[src/rtl/cfg_i2c_pkg.sv]
package cfg_i2c_pkg;

   typedef enum logic [3:0] {
      ST_IDLE,
      ST_ADDR,
      ST_ADDR_ACK,
      ST_PTR,
      ST_PTR_ACK,
      ST_WDATA,
      ST_WDATA_ACK,
      ST_RDATA,
      ST_RACK
   } bus_state_t;

   localparam logic [6:0] ADDR_BASE = 7'h20;
   localparam logic [7:0] LL_FULL   = 8'd100;

   // Strap code k: address steps by 0x10 for every pair of codes
   function automatic logic [6:0] strap_to_addr(input logic [2:0] code);
      return ADDR_BASE + {1'b0, code[2:1], 4'b0000};
   endfunction

   // Even codes select the full load line, odd codes select none
   function automatic logic [7:0] strap_to_ll(input logic [2:0] code);
      return code[0] ? 8'd0 : LL_FULL;
   endfunction

endpackage

[src/rtl/cfg_i2c_sync.sv]
module cfg_i2c_sync #(
   parameter int unsigned STAGES = 2
) (
   input  logic clk,
   input  logic rst_n,
   input  logic scl_raw,
   input  logic sda_raw,
   output logic sda_s,
   output logic scl_rise,
   output logic scl_fall,
   output logic start_det,
   output logic stop_det
);

   localparam int unsigned MSB = STAGES - 1;

   logic [STAGES-1:0] scl_pipe;
   logic [STAGES-1:0] sda_pipe;
   logic              scl_d;
   logic              sda_d;
   logic              scl_s;

   always_ff @(posedge clk or negedge rst_n) begin
      if (!rst_n) begin
         scl_pipe <= '1;
         sda_pipe <= '1;
         scl_d    <= 1'b1;
         sda_d    <= 1'b1;
      end else begin
         scl_pipe <= {scl_pipe[STAGES-2:0], scl_raw};
         sda_pipe <= {sda_pipe[STAGES-2:0], sda_raw};
         scl_d    <= scl_pipe[MSB];
         sda_d    <= sda_pipe[MSB];
      end
   end

   assign scl_s     = scl_pipe[MSB];
   assign sda_s     = sda_pipe[MSB];
   assign scl_rise  = scl_s & ~scl_d;
   assign scl_fall  = ~scl_s & scl_d;
   assign start_det = scl_s & scl_d & sda_d & ~sda_s;
   assign stop_det  = scl_s & scl_d & ~sda_d & sda_s;

endmodule

[src/rtl/cfg_i2c_engine.sv]
module cfg_i2c_engine
   import cfg_i2c_pkg::*;
(
   input  logic       clk,
   input  logic       rst_n,
   input  logic       sda_s,
   input  logic       scl_rise,
   input  logic       scl_fall,
   input  logic       start_det,
   input  logic       stop_det,
   input  logic [6:0] my_addr,
   input  logic       addr_ok,
   input  logic [7:0] rd_data,
   output logic       sda_oe,
   output logic [7:0] ptr,
   output logic       wr_en,
   output logic [7:0] wr_data
);

   localparam logic [3:0] BYTE_BITS = 4'd8;
   localparam logic [3:0] LAST_BIT  = 4'd7;

   bus_state_t state;
   logic [3:0] bitcnt;
   logic [7:0] shreg;
   logic       rw;
   logic       mack;

   always_ff @(posedge clk or negedge rst_n) begin
      if (!rst_n) begin
         state   <= ST_IDLE;
         bitcnt  <= '0;
         shreg   <= '0;
         rw      <= 1'b0;
         mack    <= 1'b0;
         sda_oe  <= 1'b0;
         ptr     <= '0;
         wr_en   <= 1'b0;
         wr_data <= '0;
      end else begin
         wr_en <= 1'b0;
         if (stop_det) begin
            state  <= ST_IDLE;
            sda_oe <= 1'b0;
         end else if (start_det) begin
            state  <= ST_ADDR;
            bitcnt <= '0;
            sda_oe <= 1'b0;
         end else begin
            case (state)
               ST_ADDR, ST_PTR, ST_WDATA: begin
                  if (scl_rise && bitcnt != BYTE_BITS) begin
                     shreg  <= {shreg[6:0], sda_s};
                     bitcnt <= bitcnt + 4'd1;
                  end else if (scl_fall && bitcnt == BYTE_BITS) begin
                     bitcnt <= '0;
                     if (state == ST_ADDR) begin
                        if (addr_ok && shreg[7:1] == my_addr) begin
                           rw     <= shreg[0];
                           sda_oe <= 1'b1;
                           state  <= ST_ADDR_ACK;
                        end else begin
                           state <= ST_IDLE;
                        end
                     end else if (state == ST_PTR) begin
                        ptr    <= shreg;
                        sda_oe <= 1'b1;
                        state  <= ST_PTR_ACK;
                     end else begin
                        wr_en   <= 1'b1;
                        wr_data <= shreg;
                        sda_oe  <= 1'b1;
                        state   <= ST_WDATA_ACK;
                     end
                  end
               end
               ST_ADDR_ACK: begin
                  if (scl_fall) begin
                     bitcnt <= '0;
                     if (rw) begin
                        shreg  <= rd_data;
                        sda_oe <= ~rd_data[7];
                        state  <= ST_RDATA;
                     end else begin
                        sda_oe <= 1'b0;
                        state  <= ST_PTR;
                     end
                  end
               end
               ST_PTR_ACK: begin
                  if (scl_fall) begin
                     sda_oe <= 1'b0;
                     state  <= ST_WDATA;
                  end
               end
               ST_WDATA_ACK: begin
                  if (scl_fall) begin
                     sda_oe <= 1'b0;
                     ptr    <= ptr + 8'd1;
                     state  <= ST_WDATA;
                  end
               end
               ST_RDATA: begin
                  if (scl_fall) begin
                     if (bitcnt == LAST_BIT) begin
                        sda_oe <= 1'b0;
                        ptr    <= ptr + 8'd1;
                        state  <= ST_RACK;
                     end else begin
                        shreg  <= {shreg[6:0], 1'b0};
                        sda_oe <= ~shreg[6];
                        bitcnt <= bitcnt + 4'd1;
                     end
                  end
               end
               ST_RACK: begin
                  if (scl_rise) begin
                     mack <= ~sda_s;
                  end else if (scl_fall) begin
                     if (mack) begin
                        bitcnt <= '0;
                        shreg  <= rd_data;
                        sda_oe <= ~rd_data[7];
                        state  <= ST_RDATA;
                     end else begin
                        state <= ST_IDLE;
                     end
                  end
               end
               default: state <= ST_IDLE;
            endcase
         end
      end
   end

endmodule

[src/rtl/cfg_i2c_regs.sv]
module cfg_i2c_regs
   import cfg_i2c_pkg::*;
#(
   parameter int unsigned NUM_THR      = 4,
   parameter logic [7:0]  LPC_RUN_RST  = 8'h00,
   parameter logic [7:0]  LPC_BOOT_RST = 8'h03,
   parameter logic [7:0]  THR_RST      = 8'hFF
) (
   input  logic                 clk,
   input  logic                 rst_n,
   input  logic [2:0]           strap_code,
   input  logic [7:0]           phase_status,
   input  logic                 wr_en,
   input  logic [7:0]           idx,
   input  logic [7:0]           wr_data,
   output logic [7:0]           rd_data,
   output logic [6:0]           dev_addr,
   output logic                 addr_ok,
   output logic [7:0]           loadline_pct,
   output logic [7:0]           lpc_run,
   output logic [7:0]           lpc_boot,
   output logic [NUM_THR*8-1:0] shed_thr,
   output logic [NUM_THR-1:0]   shed_en
);

   localparam logic [7:0] IDX_LL   = 8'h00;
   localparam logic [7:0] IDX_RUN  = 8'h01;
   localparam logic [7:0] IDX_BOOT = 8'h02;
   localparam logic [7:0] IDX_THR0 = 8'h03;
   localparam logic [7:0] IDX_STAT = IDX_THR0 + 8'(NUM_THR);
   localparam logic [7:0] THR_OFF  = 8'hFF;

   logic [2:0] strap_q;
   logic       loaded;
   logic [7:0] thr_q [NUM_THR];

   // Strap capture happens once, on the first clock after reset
   always_ff @(posedge clk or negedge rst_n) begin
      if (!rst_n) begin
         loaded       <= 1'b0;
         strap_q      <= '0;
         loadline_pct <= '0;
      end else if (!loaded) begin
         loaded       <= 1'b1;
         strap_q      <= strap_code;
         loadline_pct <= strap_to_ll(strap_code);
      end else if (wr_en && idx == IDX_LL) begin
         loadline_pct <= wr_data;
      end
   end

   always_ff @(posedge clk or negedge rst_n) begin
      if (!rst_n) begin
         lpc_run  <= LPC_RUN_RST;
         lpc_boot <= LPC_BOOT_RST;
      end else if (wr_en) begin
         if (idx == IDX_RUN)  lpc_run  <= wr_data;
         if (idx == IDX_BOOT) lpc_boot <= wr_data;
      end
   end

   for (genvar i = 0; i < NUM_THR; i++) begin : g_thr
      always_ff @(posedge clk or negedge rst_n) begin
         if (!rst_n) begin
            thr_q[i] <= THR_RST;
         end else if (wr_en && idx == IDX_THR0 + 8'(i)) begin
            thr_q[i] <= wr_data;
         end
      end
      assign shed_thr[i*8 +: 8] = thr_q[i];
      assign shed_en[i]         = (thr_q[i] != THR_OFF);
   end

   always_comb begin
      rd_data = 8'h00;
      if (idx == IDX_LL)   rd_data = loadline_pct;
      if (idx == IDX_RUN)  rd_data = lpc_run;
      if (idx == IDX_BOOT) rd_data = lpc_boot;
      if (idx == IDX_STAT) rd_data = phase_status;
      for (int i = 0; i < NUM_THR; i++) begin
         if (idx == IDX_THR0 + 8'(i)) rd_data = thr_q[i];
      end
   end

   assign dev_addr = strap_to_addr(strap_q);
   assign addr_ok  = loaded;

endmodule

[src/rtl/cfg_i2c_target.sv]
module cfg_i2c_target
   import cfg_i2c_pkg::*;
#(
   parameter int unsigned SYNC_STAGES  = 2,
   parameter int unsigned NUM_THR      = 4,
   parameter logic [7:0]  LPC_RUN_RST  = 8'h00,
   parameter logic [7:0]  LPC_BOOT_RST = 8'h03,
   parameter logic [7:0]  THR_RST      = 8'hFF
) (
   input  logic                 clk,
   input  logic                 rst_n,
   input  logic [2:0]           strap_code,
   input  logic [7:0]           phase_status,
   input  logic                 scl_in,
   input  logic                 sda_in,
   output logic                 sda_o,
   output logic                 sda_oe,
   output logic [6:0]           dev_addr,
   output logic [7:0]           loadline_pct,
   output logic [7:0]           lpc_run,
   output logic [7:0]           lpc_boot,
   output logic [NUM_THR*8-1:0] shed_thr,
   output logic [NUM_THR-1:0]   shed_en
);

   if (SYNC_STAGES < 2) begin : g_bad_sync
      $error("cfg_i2c_target: SYNC_STAGES must be at least 2");
   end
   if (NUM_THR < 1 || NUM_THR > 8) begin : g_bad_thr
      $error("cfg_i2c_target: NUM_THR must lie in 1..8");
   end

   logic       sda_s;
   logic       scl_rise;
   logic       scl_fall;
   logic       start_det;
   logic       stop_det;
   logic       addr_ok;
   logic [7:0] ptr;
   logic       cfg_wr;
   logic [7:0] cfg_wdata;
   logic [7:0] cfg_rdata;

   cfg_i2c_sync #(.STAGES(SYNC_STAGES)) u_sync (
      .clk       (clk),
      .rst_n     (rst_n),
      .scl_raw   (scl_in),
      .sda_raw   (sda_in),
      .sda_s     (sda_s),
      .scl_rise  (scl_rise),
      .scl_fall  (scl_fall),
      .start_det (start_det),
      .stop_det  (stop_det)
   );

   cfg_i2c_engine u_engine (
      .clk       (clk),
      .rst_n     (rst_n),
      .sda_s     (sda_s),
      .scl_rise  (scl_rise),
      .scl_fall  (scl_fall),
      .start_det (start_det),
      .stop_det  (stop_det),
      .my_addr   (dev_addr),
      .addr_ok   (addr_ok),
      .rd_data   (cfg_rdata),
      .sda_oe    (sda_oe),
      .ptr       (ptr),
      .wr_en     (cfg_wr),
      .wr_data   (cfg_wdata)
   );

   cfg_i2c_regs #(
      .NUM_THR      (NUM_THR),
      .LPC_RUN_RST  (LPC_RUN_RST),
      .LPC_BOOT_RST (LPC_BOOT_RST),
      .THR_RST      (THR_RST)
   ) u_regs (
      .clk          (clk),
      .rst_n        (rst_n),
      .strap_code   (strap_code),
      .phase_status (phase_status),
      .wr_en        (cfg_wr),
      .idx          (ptr),
      .wr_data      (cfg_wdata),
      .rd_data      (cfg_rdata),
      .dev_addr     (dev_addr),
      .addr_ok      (addr_ok),
      .loadline_pct (loadline_pct),
      .lpc_run      (lpc_run),
      .lpc_boot     (lpc_boot),
      .shed_thr     (shed_thr),
      .shed_en      (shed_en)
   );

   assign sda_o = 1'b0;

endmodule

[config.mk]
export PLATFORM = sky130hd
export DESIGN_NAME = cfg_i2c_target
export DESIGN_NICKNAME = d
export VERILOG_FILES = /design/src/rtl/cfg_i2c_pkg.sv /design/src/rtl/cfg_i2c_sync.sv /design/src/rtl/cfg_i2c_engine.sv /design/src/rtl/cfg_i2c_regs.sv /design/src/rtl/cfg_i2c_target.sv
export SDC_FILE = /design/constraint.sdc
export NUM_CORES = 1
export LEC_CHECK = 0
export CORE_ASPECT_RATIO = 0.75
export CORE_UTILIZATION = 58
export DETAILED_ROUTE_END_ITERATION = 8
export PLACE_DENSITY_LB_ADDON = 0.1
export SETUP_SLACK_MARGIN = 0.15
export SYNTH_ARGS = -nofsm -noshare
export SYNTH_HDL_FRONTEND = slang
export SYNTH_SLANG_ARGS = --single-unit
[constraint.sdc]
create_clock -name clk -period 3.9 [get_ports clk]
set_clock_uncertainty 0.05 [all_clocks]
set_input_delay 0.78 -clock clk [delete_from_list [all_inputs] [get_ports clk]]
set_output_delay 0.78 -clock clk [all_outputs]
set_load 0.02 [all_outputs]
==> impl_results.md <==
- Routed Antenna Nets: 0
- Crit-path max FO: 8
- Sequential share of power: 0.524
- Mean Syn Cell Area: 10.8 um^2
- ANT cells: 0
- Post-synth EDFFs: 0
- Finish-stage setup viols: 0
- Hold path endpoint: u_sync.sda_pipe[1]$_DFF_PN1_
- Placed cells: 655
- CP Launch Point: u_sync.scl_d$_DFF_PN1_
- Count of input and output buffers: between 70 and 80
- Placed wire-length estimate: 10800 um
- CP Launch Type: flip-flop
- Violated checks: design-rule violations
- Kind of end point of the critical path: flip-flop
- TritonCTS clock tree: built
- Internal: between 1500 and 2000 uW
- First-pass GRT wire length: 23600 um
- Starting density of the core: 0.609
- Latest clock arrival within the worst-skew pair: 350 ps
- Buf/Inv on CP: 0
- DIE WIDTH: 112 um
- Floorplan row count: 29
- Reg2reg start: u_sync.scl_d$_DFF_PN1_
- Synth Cell Area: between 0.005 and 0.006 mm^2
- Sequential area share after synthesis: 0.490
- Synthesized flop and latch total: 101
- Cell count of the worst reg-to-reg path: 4
- Nets: 579
- Full die area: 0.00946 mm^2
- Gr ovfl total: 0
- IO Pins: between 80 and 90
- Fin. Hold Viols: 0
- CP max stage cell: nor3_2
- CTS root buf: clkbuf_16
- Max Slew Vio Count: 0
- Asr flop ratio synth: 1.00
- Pin count of the biggest net entering global routing: 64
- Avg Vias per Cell: 6.68
- Slowest stage delay, CP: 740 ps
- Flop2flop setup slack: approximately 1200 ps
- Worst path arrival time: 2890 ps
- Fin Setup TNS: 0 ps
- Detailed Routing Iterations Pass 1: 9
- Via count: approximately 4500
- Worst Tran Pin Value: 1130 ps
- Resized Gates After CTS: 0
- Share of cells above drive strength 1: 0.250
- Crit Path Category: reg -> reg
- Total CTS buffers: 9
- Crit Reg-Reg Endpoint: u_engine.wr_data[6]$_DFFE_PN0P_
- Part of the cycle the worst path needs: 0.697
- Top cell type by total area after synthesis: dfrtp_1
- Req. time, crit path: 4080 ps
- Cells after synthesis: ~500
- Minimum clock period: about 2700 ps
- PwrDens: 351 mW/mm^2
- RSZ-0062 raised after global routing: false
- Post-Layout Cell Count: roughly 670
- Top delay family on crit path: simple AND/OR/NAND/NOR gates
- Worst Hold Launch: u_sync.sda_pipe[0]$_DFF_PN1_
- Routed WL: 15100 um
- Comb pwr share: 0.086
- Distinct cells, synth: 63
- Initial antenna violation count: 0
- Clock network power share: 0.390
- Max-cap violations: 0
- Top FF cell, synth: dfrtp_1
- Vias in the first global route: about 4200
- Cell chain of the critical path: nor2b_1, nand2b_1, nor3_2, mux2_2
- Setup bufs post-CTS: 0
- Yosys top cell area share: 0.290
- Switching power: 578 uW
- Area after DPL: 0.00609 mm^2
- Final GP Congestion: approximately 0.96
- # fillers: roughly 610
- Status: finished, violations left
- H-tree lvl count: 3
- Total GRT Usage: 0.334
- Die Y: 84.5 um
- Core area: 0.00864 mm^2
- Area contributors post-synth: dfrtp_1 (29%), dfstp_2 (20%), mux2_2 (14%)
- Cts hold-fix bufs: 0
- # DRC: 7
- Reg clk slew, reported paths: 70 ps
- Yosys warns: 0
- Leakage power total: between 0.002 and 0.003 uW
- Area delta synth->final: 21.3%
- HP Class: reg -> reg
- Max VDD drop: between 0.0002 and 0.00025 V
- DR WL/cell: 22.5 um
- Clk sinks: 101
- Slew margin rel.: 0.244
- Switching Share: 0.258
- Hold path depth: 0
- Initial DRC count: 705
- Fin Hold WS: between 300 and 400 ps
- Post-Layout Inst Area: roughly 0.0064 mm^2
- Clock tree buffer depth: 2
- Maximum clock frequency: 0.368 GHz
-- worst max-delay path by stage --
stage	to	slack [ps]	depth (start not counted)
6_report	u_engine.wr_data[6]$_DFFE_PN0P_	1180	4
2_1_floorplan	u_regs.lpc_boot[2]$_DFFE_PN0P_	1730	5
3_3_place_gp	u_engine.shreg[5]$_DFFE_PN0P_	1260	5
5_1_grt	u_engine.shreg[5]$_DFFE_PN0P_	1020	5
4_1_cts	shed_en[3]	1180	3
3_5_place_dp	u_engine.shreg[5]$_DFFE_PN0P_	1240	5
-- kinds of logic after synthesis --
group,synth area share
AND/OR/NAND/NOR,0.151
AO/OA/AOI/OAI,0.152
flip-flops,0.490
multiplexers,0.155
buffers and inverters,0.0319
adder cells (fa/ha/maj),0.0143
XOR/XNOR,0.00499
other,0.00143
-- cell usage after synthesis (5+ instances only) --
cell type and number:
nand4_1 11, nand2_1 39, dfrtp_1 61, nor2_1 11, nand2b_1 10, nand3_1 26, a222oi_1 6, clkbuf_1 16
a21oi_1 25, mux2i_1 5, nor2b_1 12, dfstp_2 40, a21boi_0 6, mux2_2 67, a221oi_1 5, a22oi_1 14
ha_1 6, or2_2 5, inv_1 12, o21ai_0 36, buf_4 5
-- sequential cells by signal (all words and copies together), names as in the netlist --
name / flops
u_engine.sda_oe: 1
u_regs.shed_thr: 32
u_sync.sda_d: 1
u_engine.state: 4
u_engine.shreg: 8
u_engine.bitcnt: 4
u_regs.lpc_boot: 8
u_engine.rw: 1
u_regs.strap_q: 2
u_regs.lpc_run: 8
u_sync.sda_pipe: 2
u_engine.ptr: 8
u_engine.wr_data: 8
u_sync.scl_pipe: 2
u_engine.mack: 1
u_sync.scl_d: 1
u_regs.addr_ok: 1
u_engine.wr_en: 1
u_regs.loadline_pct: 8
-- power groups by stage --
stage,clock network [uW],logic (uW),registers (uW)
2_1_floorplan,0,116,1160
3_3_place_gp,0,186,1180
3_5_place_dp,0,191,1190
4_1_cts,889,194,1170
5_1_grt,926,215,1180
6_report,875,194,1170
-- layout by cell type (no fill, tap or decap), types with 5 or more instances in the layout --
cell type	netlist	routed
a21boi_0	6	6
a21oi_1	25	25
a221oi_1	5	5
a222oi_1	6	6
a22oi_1	14	14
clkbuf_16	0	10
clkdlybuf4s50_1	0	77
conb_1	2	6
dfrtp_1	61	61
dfstp_2	40	40
ha_1	6	6
inv_1	12	12
mux2_2	67	67
mux2i_1	5	5
nand2_1	39	39
nand2b_1	10	10
nand3_1	26	26
nand4_1	11	11
nor2_1	11	11
nor2b_1	12	12
o21ai_0	36	36
or2_2	5	5
-- layer usage --
| metal | GRT usage | vias to the layer above | routed length, um |
|---|---|---|---|
| met5 | 0 | - | 0 |
| met4 | 0.107 | 0 | 254 |
| met3 | 0.0910 | 32 | 1780 |
| met2 | 0.456 | 314 | 6330 |
| met1 | 0.513 | 2201 | 6760 |
| li1 | - | 1936 | - |
-- cell type report --
type,count,area [um^2],share of cell area
multi-input cells,353,2530,0.397
clock inverters,5,38.8,0.00608
repair buffers,81,801,0.125
inverters,12,45.0,0.00706
well taps,108,135,0.0212
flip-flops and latches,101,2580,0.404
clock buffers,11,254,0.0398
-- worst reg2reg max path, stage by stage, from the launching register on --
cell	delay [ps]
dfstp_2	580
nor2b_1	510
nand2b_1	300
nor3_2	740
mux2_2	420
-- per-stage QoR --
stage | util | setup slack, ps | power, uW
3_5_place_dp | 0.705 | 1240 | 1380
6_report | 0.739 | 1180 | 2240
2_1_floorplan | - | 1730 | 1270
5_1_grt | 0.739 | 1020 | 2320
4_1_cts | 0.739 | 1180 | 2250
3_3_place_gp | 0.705 | 1260 | 1370
Note: power is estimated with default switching activity, not from simulation.
